### src/rtl/pcu_pkg.sv
package pcu_pkg;
  localparam int PHASE_W = 3;
  localparam logic [PHASE_W-1:0] PH_EXECUTE = 3'b101;
  localparam logic [PHASE_W-1:0] PH_UPDATE  = 3'b110;

  typedef struct packed {
    logic computePc;
    logic latchFlags;
  } pcuStrobes_t;
endpackage

### src/rtl/pcu_ctrl.sv
module pcu_ctrl
  import pcu_pkg::*;
(
  input  logic               threadEn,
  input  logic [PHASE_W-1:0] coreState,
  input  logic               flagWe,
  output pcuStrobes_t        strb
);
  always_comb begin
    strb.computePc  = threadEn && (coreState == PH_EXECUTE);
    strb.latchFlags = threadEn && (coreState == PH_UPDATE) && flagWe;
  end
endmodule

### src/rtl/pcu_dpath.sv
module pcu_dpath
  import pcu_pkg::*;
#(
  parameter int PC_W   = 8,
  parameter int FLAG_W = 3,
  parameter int DATA_W = 8
) (
  input  logic              clk,
  input  logic              rst,
  input  pcuStrobes_t       strb,
  input  logic [PC_W-1:0]   curPc,
  input  logic [FLAG_W-1:0] condMask,
  input  logic [PC_W-1:0]   branchImm,
  input  logic              pcSel,
  input  logic [DATA_W-1:0] aluResult,
  output logic [PC_W-1:0]   nextPc,
  output logic [FLAG_W-1:0] flagReg
);
  localparam logic [PC_W-1:0] PC_STEP = PC_W'(1);

  logic              condHit;
  logic [PC_W-1:0]   seqPc;
  logic [FLAG_W-1:0] cmpBits;

  assign condHit = |(condMask & flagReg);
  assign seqPc   = curPc + PC_STEP;
  assign cmpBits = aluResult[FLAG_W-1:0];

  always_ff @(posedge clk) begin
    if (rst) begin
      nextPc <= '0;
    end else if (strb.computePc) begin
      nextPc <= (pcSel && condHit) ? branchImm : seqPc;
    end
  end

  always_ff @(posedge clk) begin
    if (rst) begin
      flagReg <= '0;
    end else if (strb.latchFlags) begin
      flagReg <= cmpBits;
    end
  end


  flag_load_chk: assert property (@(posedge clk) disable iff (rst)
    strb.latchFlags |=> flagReg == $past(aluResult[FLAG_W-1:0]));

  flag_hold_chk: assert property (@(posedge clk) disable iff (rst)
    !strb.latchFlags |=> $stable(flagReg));

  seq_pc_chk: assert property (@(posedge clk) disable iff (rst)
    (strb.computePc && !pcSel) |=> nextPc == PC_W'($past(curPc) + PC_STEP));

  branch_taken_chk: assert property (@(posedge clk) disable iff (rst)
    (strb.computePc && pcSel && (|(condMask & flagReg))) |=> nextPc == $past(branchImm));

  pc_hold_chk: assert property (@(posedge clk) disable iff (rst)
    !strb.computePc |=> $stable(nextPc));
endmodule

### src/rtl/pcu_top.sv
module pcu_top
  import pcu_pkg::*;
#(
  parameter int PC_W   = 8,
  parameter int FLAG_W = 3,
  parameter int DATA_W = 8
) (
  input  logic              clk,
  input  logic              rst,
  input  logic              threadEn,
  input  logic [2:0]        coreState,
  input  logic [PC_W-1:0]   curPc,
  input  logic [FLAG_W-1:0] condMask,
  input  logic [PC_W-1:0]   branchImm,
  input  logic              pcSel,
  input  logic              flagWe,
  input  logic [DATA_W-1:0] aluResult,
  output logic [PC_W-1:0]   nextPc,
  output logic [FLAG_W-1:0] flagReg
);
  pcuStrobes_t strb;

  pcu_ctrl u_ctrl (
    .threadEn  (threadEn),
    .coreState (coreState),
    .flagWe    (flagWe),
    .strb      (strb)
  );

  pcu_dpath #(.PC_W(PC_W), .FLAG_W(FLAG_W), .DATA_W(DATA_W)) u_dpath (
    .clk       (clk),
    .rst       (rst),
    .strb      (strb),
    .curPc     (curPc),
    .condMask  (condMask),
    .branchImm (branchImm),
    .pcSel     (pcSel),
    .aluResult (aluResult),
    .nextPc    (nextPc),
    .flagReg   (flagReg)
  );


  idle_slot_chk: assert property (@(posedge clk) disable iff (rst)
    !threadEn |=> ($stable(nextPc) && $stable(flagReg)));

  reset_clear_chk: assert property (@(posedge clk)
    rst |=> (nextPc == '0 && flagReg == '0));
endmodule

### config.mk
export PLATFORM = sky130hd
export DESIGN_NAME = pcu_top
export DESIGN_NICKNAME = d
export VERILOG_FILES = /design/src/rtl/pcu_pkg.sv /design/src/rtl/pcu_ctrl.sv /design/src/rtl/pcu_dpath.sv /design/src/rtl/pcu_top.sv
export SDC_FILE = /design/constraint.sdc
export NUM_CORES = 1
export LEC_CHECK = 0
export BUFFER_PORTS_ARGS = -buffer_cell sky130_fd_sc_hd__buf_2
export CAP_MARGIN = 0
export CORE_MARGIN = 5
export CORE_UTILIZATION = 43
export CTS_BUF_LIST = sky130_fd_sc_hd__clkbuf_4
export DETAILED_ROUTE_END_ITERATION = 10
export PLACE_DENSITY = 0.85
export SETUP_SLACK_MARGIN = 0.02
export SYNTH_ARGS = -nofsm -noshare
export SYNTH_HDL_FRONTEND = slang
export SYNTH_HIERARCHICAL = 1
export SYNTH_SLANG_ARGS = --single-unit
### constraint.sdc
create_clock -name clk -period 2.65 [get_ports clk]
set_clock_uncertainty 0.1 [all_clocks]
set_input_delay 0.3975 -clock clk [delete_from_list [all_inputs] [get_ports clk]]
set_output_delay 0.3975 -clock clk [all_outputs]
set_load 0.005 [all_outputs]
==> impl_metrics.env, run 1 <==
export IMPL_dp_cells=122
export IMPL_route_detailed_drc=0
export IMPL_cp_num_buf_inv=0
export IMPL_clk_pin_slew_ns=0.07
export IMPL_grtUsageTotal=0.1361
export IMPL_seq_area_frac_synth=0.3563
export IMPL_final_cell_mix="buf_2 (40), dfxtp_1 (11), nor2_1 (8), nand2b_1 (8), nand2_1 (5)"
export IMPL_maxCapViolations=0
export IMPL_powerDensity_mw_per_mm2=400.5
export IMPL_crit_path_top_delay_cell="a222oi_1"
export IMPL_insertion_delay_ns=0.27
export IMPL_synth_area_leaders="dfxtp_1 (36%), nand2b_1 (8.1%), o221ai_1 (5.7%), mux2i_1 (4.9%), a311oi_2 (4.9%)"
export IMPL_layout_commonest_cell="buf_2"
export IMPL_pin_count=46
export IMPL_grt_pass1_vias=581
export IMPL_numPortBuffers=40
export IMPL_critPathLaunch="u_dpath/flagReg[0]$_SDFFE_PP0P_"
export IMPL_totalPowerFinal_uw=343.2
export IMPL_cts_made_buffers=3
export IMPL_ctsResizeCount=0
export IMPL_hold_buffers=0
export IMPL_grt_max_degree=18
export IMPL_fin_crit_sh=0.6776
export IMPL_cts_tree="done"
export IMPL_rrSetupSlack_ns=0.85
export IMPL_crit_arrival_ns=1.85
export IMPL_die_w_um=47.92
export IMPL_path_class="reg2reg"
export IMPL_drt_iter0_markers=8
export IMPL_r2r_cells=4
export IMPL_postLayoutCoreUtil=0.6426
export IMPL_avgSynthCellArea_um2=8.958
export IMPL_cpPeakStageDelay_ns=0.62
export IMPL_timing_rr_start="u_dpath/flagReg[0]$_SDFFE_PP0P_"
export IMPL_path_cells="a222oi_1 > nor2_1 > o221ai_1 > a21oi_1"
export IMPL_wl_per_cell_um=12.69
export IMPL_wl_mm=1.599
export IMPL_antenna_found_initial=0
export IMPL_peakVddDrop_mv=0.1735
export IMPL_synth_top_area_share=0.3563
export IMPL_clockBufferDepth=2
export IMPL_diodes=0
export IMPL_synth_cell_types=26
export IMPL_fp_dieH_um=47.92
export IMPL_cp_max_fo=6
export IMPL_hold_viol=0
export IMPL_via_count=682
export IMPL_drive_gt1_frac=0.4234
export IMPL_grt_pass1_wl_mm=2.152
export IMPL_worst_pin_slew_ns=0.6692
export IMPL_syn_inst=69
export IMPL_final_setup_tns_ns=0
export IMPL_grt_overflow=0
export IMPL_ant_nets=0
export IMPL_required_ns=2.70
export IMPL_fin_area_um2=857.1
export IMPL_core_mm2=0.001334
export IMPL_clockRootBuffer="clkbuf_4"
export IMPL_drt_vias_per_instance=5.413
export IMPL_firstDrtPassIters=4
export IMPL_initial_utilization=0.4634
export IMPL_timing_rr_end="u_dpath/nextPc[4]$_SDFFE_PP0P_"
export IMPL_cpLargestDelayFamily="compound AO/OA/AOI/OAI gates"
export IMPL_endpoint_kind="flop"
export IMPL_clock_fmax_mhz=556.9
export IMPL_clock_sinks=11
export IMPL_status="finished, final reports clean"
export IMPL_synth_nets=105
export IMPL_slew_viol_final=0
export IMPL_area_growth_pct=38.66
export IMPL_placed_area_um2=829.5
export IMPL_post_dp_hpwl_mm=1.295
export IMPL_gp_congestion=0.7865
export IMPL_finalNetCount=148
export IMPL_floorplan_die_area_mm2=0.002296
export IMPL_rows=13
export IMPL_yosys_register_bits=11
export IMPL_slew_headroom=0.5538
export IMPL_path_depth=4
export IMPL_rsz0062_at_grt="no"
export IMPL_cp_start_kind="flop"
export IMPL_cts_setup_buffers=0
export IMPL_ys_warn_count=6
export IMPL_synth_area_um2=618.1
export IMPL_cts_htree_levels=1
export IMPL_synth_top_cell_by_area="dfxtp_1"
export IMPL_endpoint="u_dpath/nextPc[4]$_SDFFE_PP0P_"
export IMPL_fin_cells=126
export IMPL_hold_path_class="in2reg"
export IMPL_p_leak_nw=0.3789
export IMPL_post_route_min_period_ns=1.796
export IMPL_setup_viol=0
## cells by family (layout without fill, tap and decap cells)
group,Yosys count,count (layout),synth area share
mux,3,3,0.04858
xor+xnor,5,5,0.07086
buf+inv,3,45,0.01820
compound gates,15,15,0.1984
flops,11,11,0.3563
simple gates,31,31,0.2875
fa+ha+maj,1,1,0.02024
## tightest hold or removal path, cell delays in order
cell and delay (ns):
buf_2 0.08, mux2i_1 0.06, nor2_1 0.07
## layer usage
layer / vias to the layer above / wire [µm] / track usage
met4: 0 / 38 / 0.1129
met3: 4 / 221 / 0.01504
met2: 36 / 709 / 0.2269
met5: - / 0 / 0
met1: 298 / 629 / 0.1527
li1: 344 / - / -
## report_power, final
group | leakage [nW] | internal, mW | switching (mW)
clock network | 0.0177 | 0.0559 | 0.0591
registers | 0.0890 | 0.169 | 0.00177
logic | 0.272 | 0.0307 | 0.0269
## state kept, by name, summed over array words and instances, names as in the netlist
signal and flops:
u_dpath/nextPc 8, u_dpath/flagReg 3
## area by class of cell
| type | instances | area (µm²) |
|---|---|---|
| Sequential cell | 11 | 220.2 |
| Multi-Input combinational cell | 55 | 386.6 |
| Inverter | 1 | 3.754 |
| Fill cell | 131 | 476.7 |
| Tap cell | 15 | 18.77 |
| Clock inverter | 1 | 5.005 |
| Clock buffer | 3 | 22.52 |
| Timing Repair Buffer | 40 | 200.2 |
## how the worst min path moves through the flow
| stage | startpoint | to | slack, ns | depth (start not counted) |
|---|---|---|---|---|
| 5_1_grt | aluResult[2] | u_dpath/flagReg[2]$_SDFFE_PP0P_ | 0.27 | 3 |
| 6_report | aluResult[2] | u_dpath/flagReg[2]$_SDFFE_PP0P_ | 0.27 | 3 |
| 3_5_place_dp | u_dpath/nextPc[3]$_SDFFE_PP0P_ | u_dpath/nextPc[3]$_SDFFE_PP0P_ | 0.37 | 2 |
| 4_1_cts | aluResult[2] | u_dpath/flagReg[2]$_SDFFE_PP0P_ | 0.27 | 3 |
| 2_1_floorplan | u_dpath/nextPc[2]$_SDFFE_PP0P_ | u_dpath/nextPc[2]$_SDFFE_PP0P_ | 0.36 | 2 |
| 3_3_place_gp | u_dpath/nextPc[3]$_SDFFE_PP0P_ | u_dpath/nextPc[3]$_SDFFE_PP0P_ | 0.35 | 2 |
## cell usage after synthesis
master and count:
a21oi_1 3, a222oi_1 1, a311oi_2 2, a31oi_1 1
and4_1 1, and4b_1 1, buf_1 1, clkbuf_1 1
dfxtp_1 11, ha_1 1, inv_1 1, mux2i_1 3
nand2_1 5, nand2b_1 8, nand3_1 1, nand3b_1 1
nand4_1 2, nand4b_1 3, nor2_1 8, o211ai_1 2
o21ai_0 1, o221ai_1 4, o22ai_1 1, or2b_2 1
xnor2_1 3, xor2_1 2
## through the flow
step,hold WS (ns),setup slack [ns]
detailed placement,0.3660,0.6715
finish,0.2707,0.8545
global route,0.2667,0.6844
CTS,0.2668,0.8544
floorplan,0.3620,1.072
global placement,0.3535,0.7260
(Power assumes the default switching activity.)
==> inputs of run 2 (changes only) <==
- ABC_AREA: unset -> 1
- PLACE_DENSITY: 0.85 -> 0.81
- clock period: 2.65 -> 1.8 ns (I/O delays scaled with it)
==> run 2 against run 1 <==
Against the previous run:
- synthesized cell count grew 77%
- core utilization fell by 1.3 points
- sequential share of layout area is 3.0 points lower
- fmax increased by 52%
- critical path type unchanged
- cell area grew 13%
- clock power is 59% higher
- critical path depth rose by 4
- sequential cell count unchanged
- final cell count rose by 44%
- wire length increased by 20%
- combinational power rose by 73%
==> impl_metrics.env, run 2 <==
export IMPL_status="finished, final reports clean"
export IMPL_yosys_register_bits=11
export IMPL_cts_htree_levels=1
export IMPL_r2r_cells=8
export IMPL_timing_final_ws_setup_ns=0.6156
export IMPL_top_register="u_dpath/nextPc"
export IMPL_timing_rr_end="u_dpath/nextPc[1]$_SDFFE_PP0P_"
export IMPL_ys_warn_count=6
export IMPL_ctsResizeCount=0
export IMPL_largestRegisters="u_dpath/nextPc (8), u_dpath/flagReg (3)"
export IMPL_initial_utilization=0.4683
export IMPL_slew_viol_final=0
export IMPL_area_growth_pct=34.49
export IMPL_rsz0062_at_grt="no"
export IMPL_synth_enable_flop_cells=0
export IMPL_required_ns=1.87
export IMPL_synth_area_um2=721.9
export IMPL_hold_buffers=0
export IMPL_worst_pin_slew_ns=0.2688
export IMPL_clock_fmax_mhz=844.3
export IMPL_fin_crit_sh=0.6580
export IMPL_rows=14
export IMPL_endpoint_kind="flop"
export IMPL_cp_start_kind="flop"
export IMPL_cts_tree="done"
export IMPL_syn_inst=122
export IMPL_peakVddDrop_mv=0.5486
export IMPL_synth_area_leaders="dfxtp_1 (31%), nand2_1 (21%), nand3_1 (12%), inv_1 (9.4%), nor2_1 (6.2%)"
export IMPL_clockRootBuffer="clkbuf_4"
export IMPL_cp_max_fo=9
export IMPL_antenna_found_initial=0
export IMPL_drive_gt1_frac=0.3273
export IMPL_grt_pass1_vias=842
export IMPL_layout_commonest_cell="nand2_1"
export IMPL_hold_path_class="in2reg"
export IMPL_p_leak_nw=0.5564
export IMPL_post_dp_hpwl_mm=1.537
export IMPL_grtUsageTotal=0.1512
export IMPL_diodes=0
export IMPL_maxCapViolations=0
export IMPL_postLayoutCoreUtil=0.6299
export IMPL_setup_viol=0
export IMPL_totalPowerFinal_uw=534.6
export IMPL_ant_nets=0
export IMPL_insertion_delay_ns=0.27
export IMPL_hp_start="aluResult[2]"
export IMPL_route_detailed_drc=0
export IMPL_fp_dieH_um=50.98
export IMPL_synth_nets=158
export IMPL_drt_vias_per_instance=4.779
export IMPL_synth_top_cell_by_area="dfxtp_1"
export IMPL_min_to="u_dpath/flagReg[2]$_SDFFE_PP0P_"
export IMPL_clk_pin_slew_ns=0.07
export IMPL_die_w_um=50.98
export IMPL_hold_ws_ns=0.1529
export IMPL_grt_overflow=0
export IMPL_clock_sinks=11
export IMPL_synthFlopType="dfxtp_1"
export IMPL_floorplan_die_area_mm2=0.002598
export IMPL_path_class="reg2reg"
export IMPL_ys_top_cells_by_count="nand2_1 (41), inv_1 (18), nand3_1 (18)"
export IMPL_via_count=865
export IMPL_crit_arrival_ns=1.26
export IMPL_synth_cell_types=21
export IMPL_timing_rr_start="u_dpath/flagReg[2]$_SDFFE_PP0P_"
export IMPL_pin_count=46
export IMPL_worstHoldPathCells=3
export IMPL_finalNetCount=202
export IMPL_synth_top_area_share=0.3050
export IMPL_wl_per_cell_um=10.62
export IMPL_drt_iter0_markers=15
export IMPL_numPortBuffers=40
export IMPL_core_mm2=0.001541
export IMPL_wl_mm=1.922
export IMPL_largest_register_ffs=8
export IMPL_grt_max_degree=14
export IMPL_dpl_worst_slack_ns=0.4448
export IMPL_grt_pass1_wl_mm=3.098
export IMPL_slew_headroom=0.8202
export IMPL_hold_viol=0
export IMPL_cts_made_buffers=3
export IMPL_powerDensity_mw_per_mm2=550.6
export IMPL_synthArstFlopShare=0
export IMPL_rrSetupSlack_ns=0.62
export IMPL_avgSynthCellArea_um2=5.918
export IMPL_final_setup_tns_ns=0
export IMPL_clockBufferDepth=2
export IMPL_firstDrtPassIters=4
export IMPL_cts_setup_buffers=0
export IMPL_post_route_min_period_ns=1.184
export IMPL_yosysMostFrequentCell="nand2_1"
export IMPL_seq_area_frac_synth=0.3050
export IMPL_gp_congestion=0.7533
export IMPL_final_cell_mix="nand2_1 (41), buf_2 (40), nand3_1 (18), inv_1 (18), nor2_1 (12)"
run 2: worst max path at each step:
| stage | endpoint | cells past startpoint | slack [ns] | from |
|---|---|---|---|---|
| after floorplan | u_dpath/nextPc[2]$_SDFFE_PP0P_ | 6 | 0.61 | curPc[0] |
| after global placement | u_dpath/nextPc[2]$_SDFFE_PP0P_ | 7 | 0.46 | curPc[0] |
| after detailed placement | u_dpath/nextPc[2]$_SDFFE_PP0P_ | 7 | 0.44 | curPc[0] |
| after CTS | u_dpath/nextPc[1]$_SDFFE_PP0P_ | 8 | 0.60 | u_dpath/flagReg[2]$_SDFFE_PP0P_ |
| after global routing | u_dpath/nextPc[1]$_SDFFE_PP0P_ | 8 | 0.54 | u_dpath/flagReg[2]$_SDFFE_PP0P_ |
| final | u_dpath/nextPc[1]$_SDFFE_PP0P_ | 8 | 0.62 | u_dpath/flagReg[2]$_SDFFE_PP0P_ |
run 2: per-stage QoR:
stage,cell area [µm²],std cells
floorplan,721.9,122
global placement,940.9,177
detailed placement,940.9,177
CTS,970.9,181
global route,970.9,181
finish,970.9,181
run 2: report_power, final:
part | switching [mW] | internal (mW)
Clock | 0.0820 | 0.101
Combinational | 0.0530 | 0.0465
Sequential | 0.00298 | 0.249
Total | 0.138 | 0.397
run 2: layout make-up:
type / instances / area [µm²]
Timing Repair Buffer: 41 / 207.7
Inverter: 19 / 71.32
Multi-Input combinational cell: 90 / 421.7
Fill cell: 159 / 570.5
Clock buffer: 4 / 30.03
Sequential cell: 11 / 220.2
Tap cell: 16 / 20.02
run 2: kinds of logic after synthesis:
kind of cell / Yosys count / synth area share
AND/OR/NAND/NOR: 79 / 0.4836
buffers and inverters: 21 / 0.1109
flip-flops: 11 / 0.3050
AO/OA/AOI/OAI: 10 / 0.08318
adder cells (fa/ha/maj): 1 / 0.01733
run 2: layer usage:
layer / routed length, µm / global-route usage / up-vias
li1: - / - / 464
met1: 780 / 0.1494 / 360
met2: 885 / 0.2769 / 39
met3: 238 / 0.07558 / 2
met4: 18 / 0.03830 / 0
met5: 0 / 0 / -
run 2: worst max-delay path: stages (launching register included):
cell and delay, ns:
dfxtp_1 0.33, nand2_1 0.07, nand3_2 0.14, nand2_4 0.15, inv_2 0.06, nand2_1 0.05, nand3_1 0.08, nand2_1 0.08
inv_1 0.04
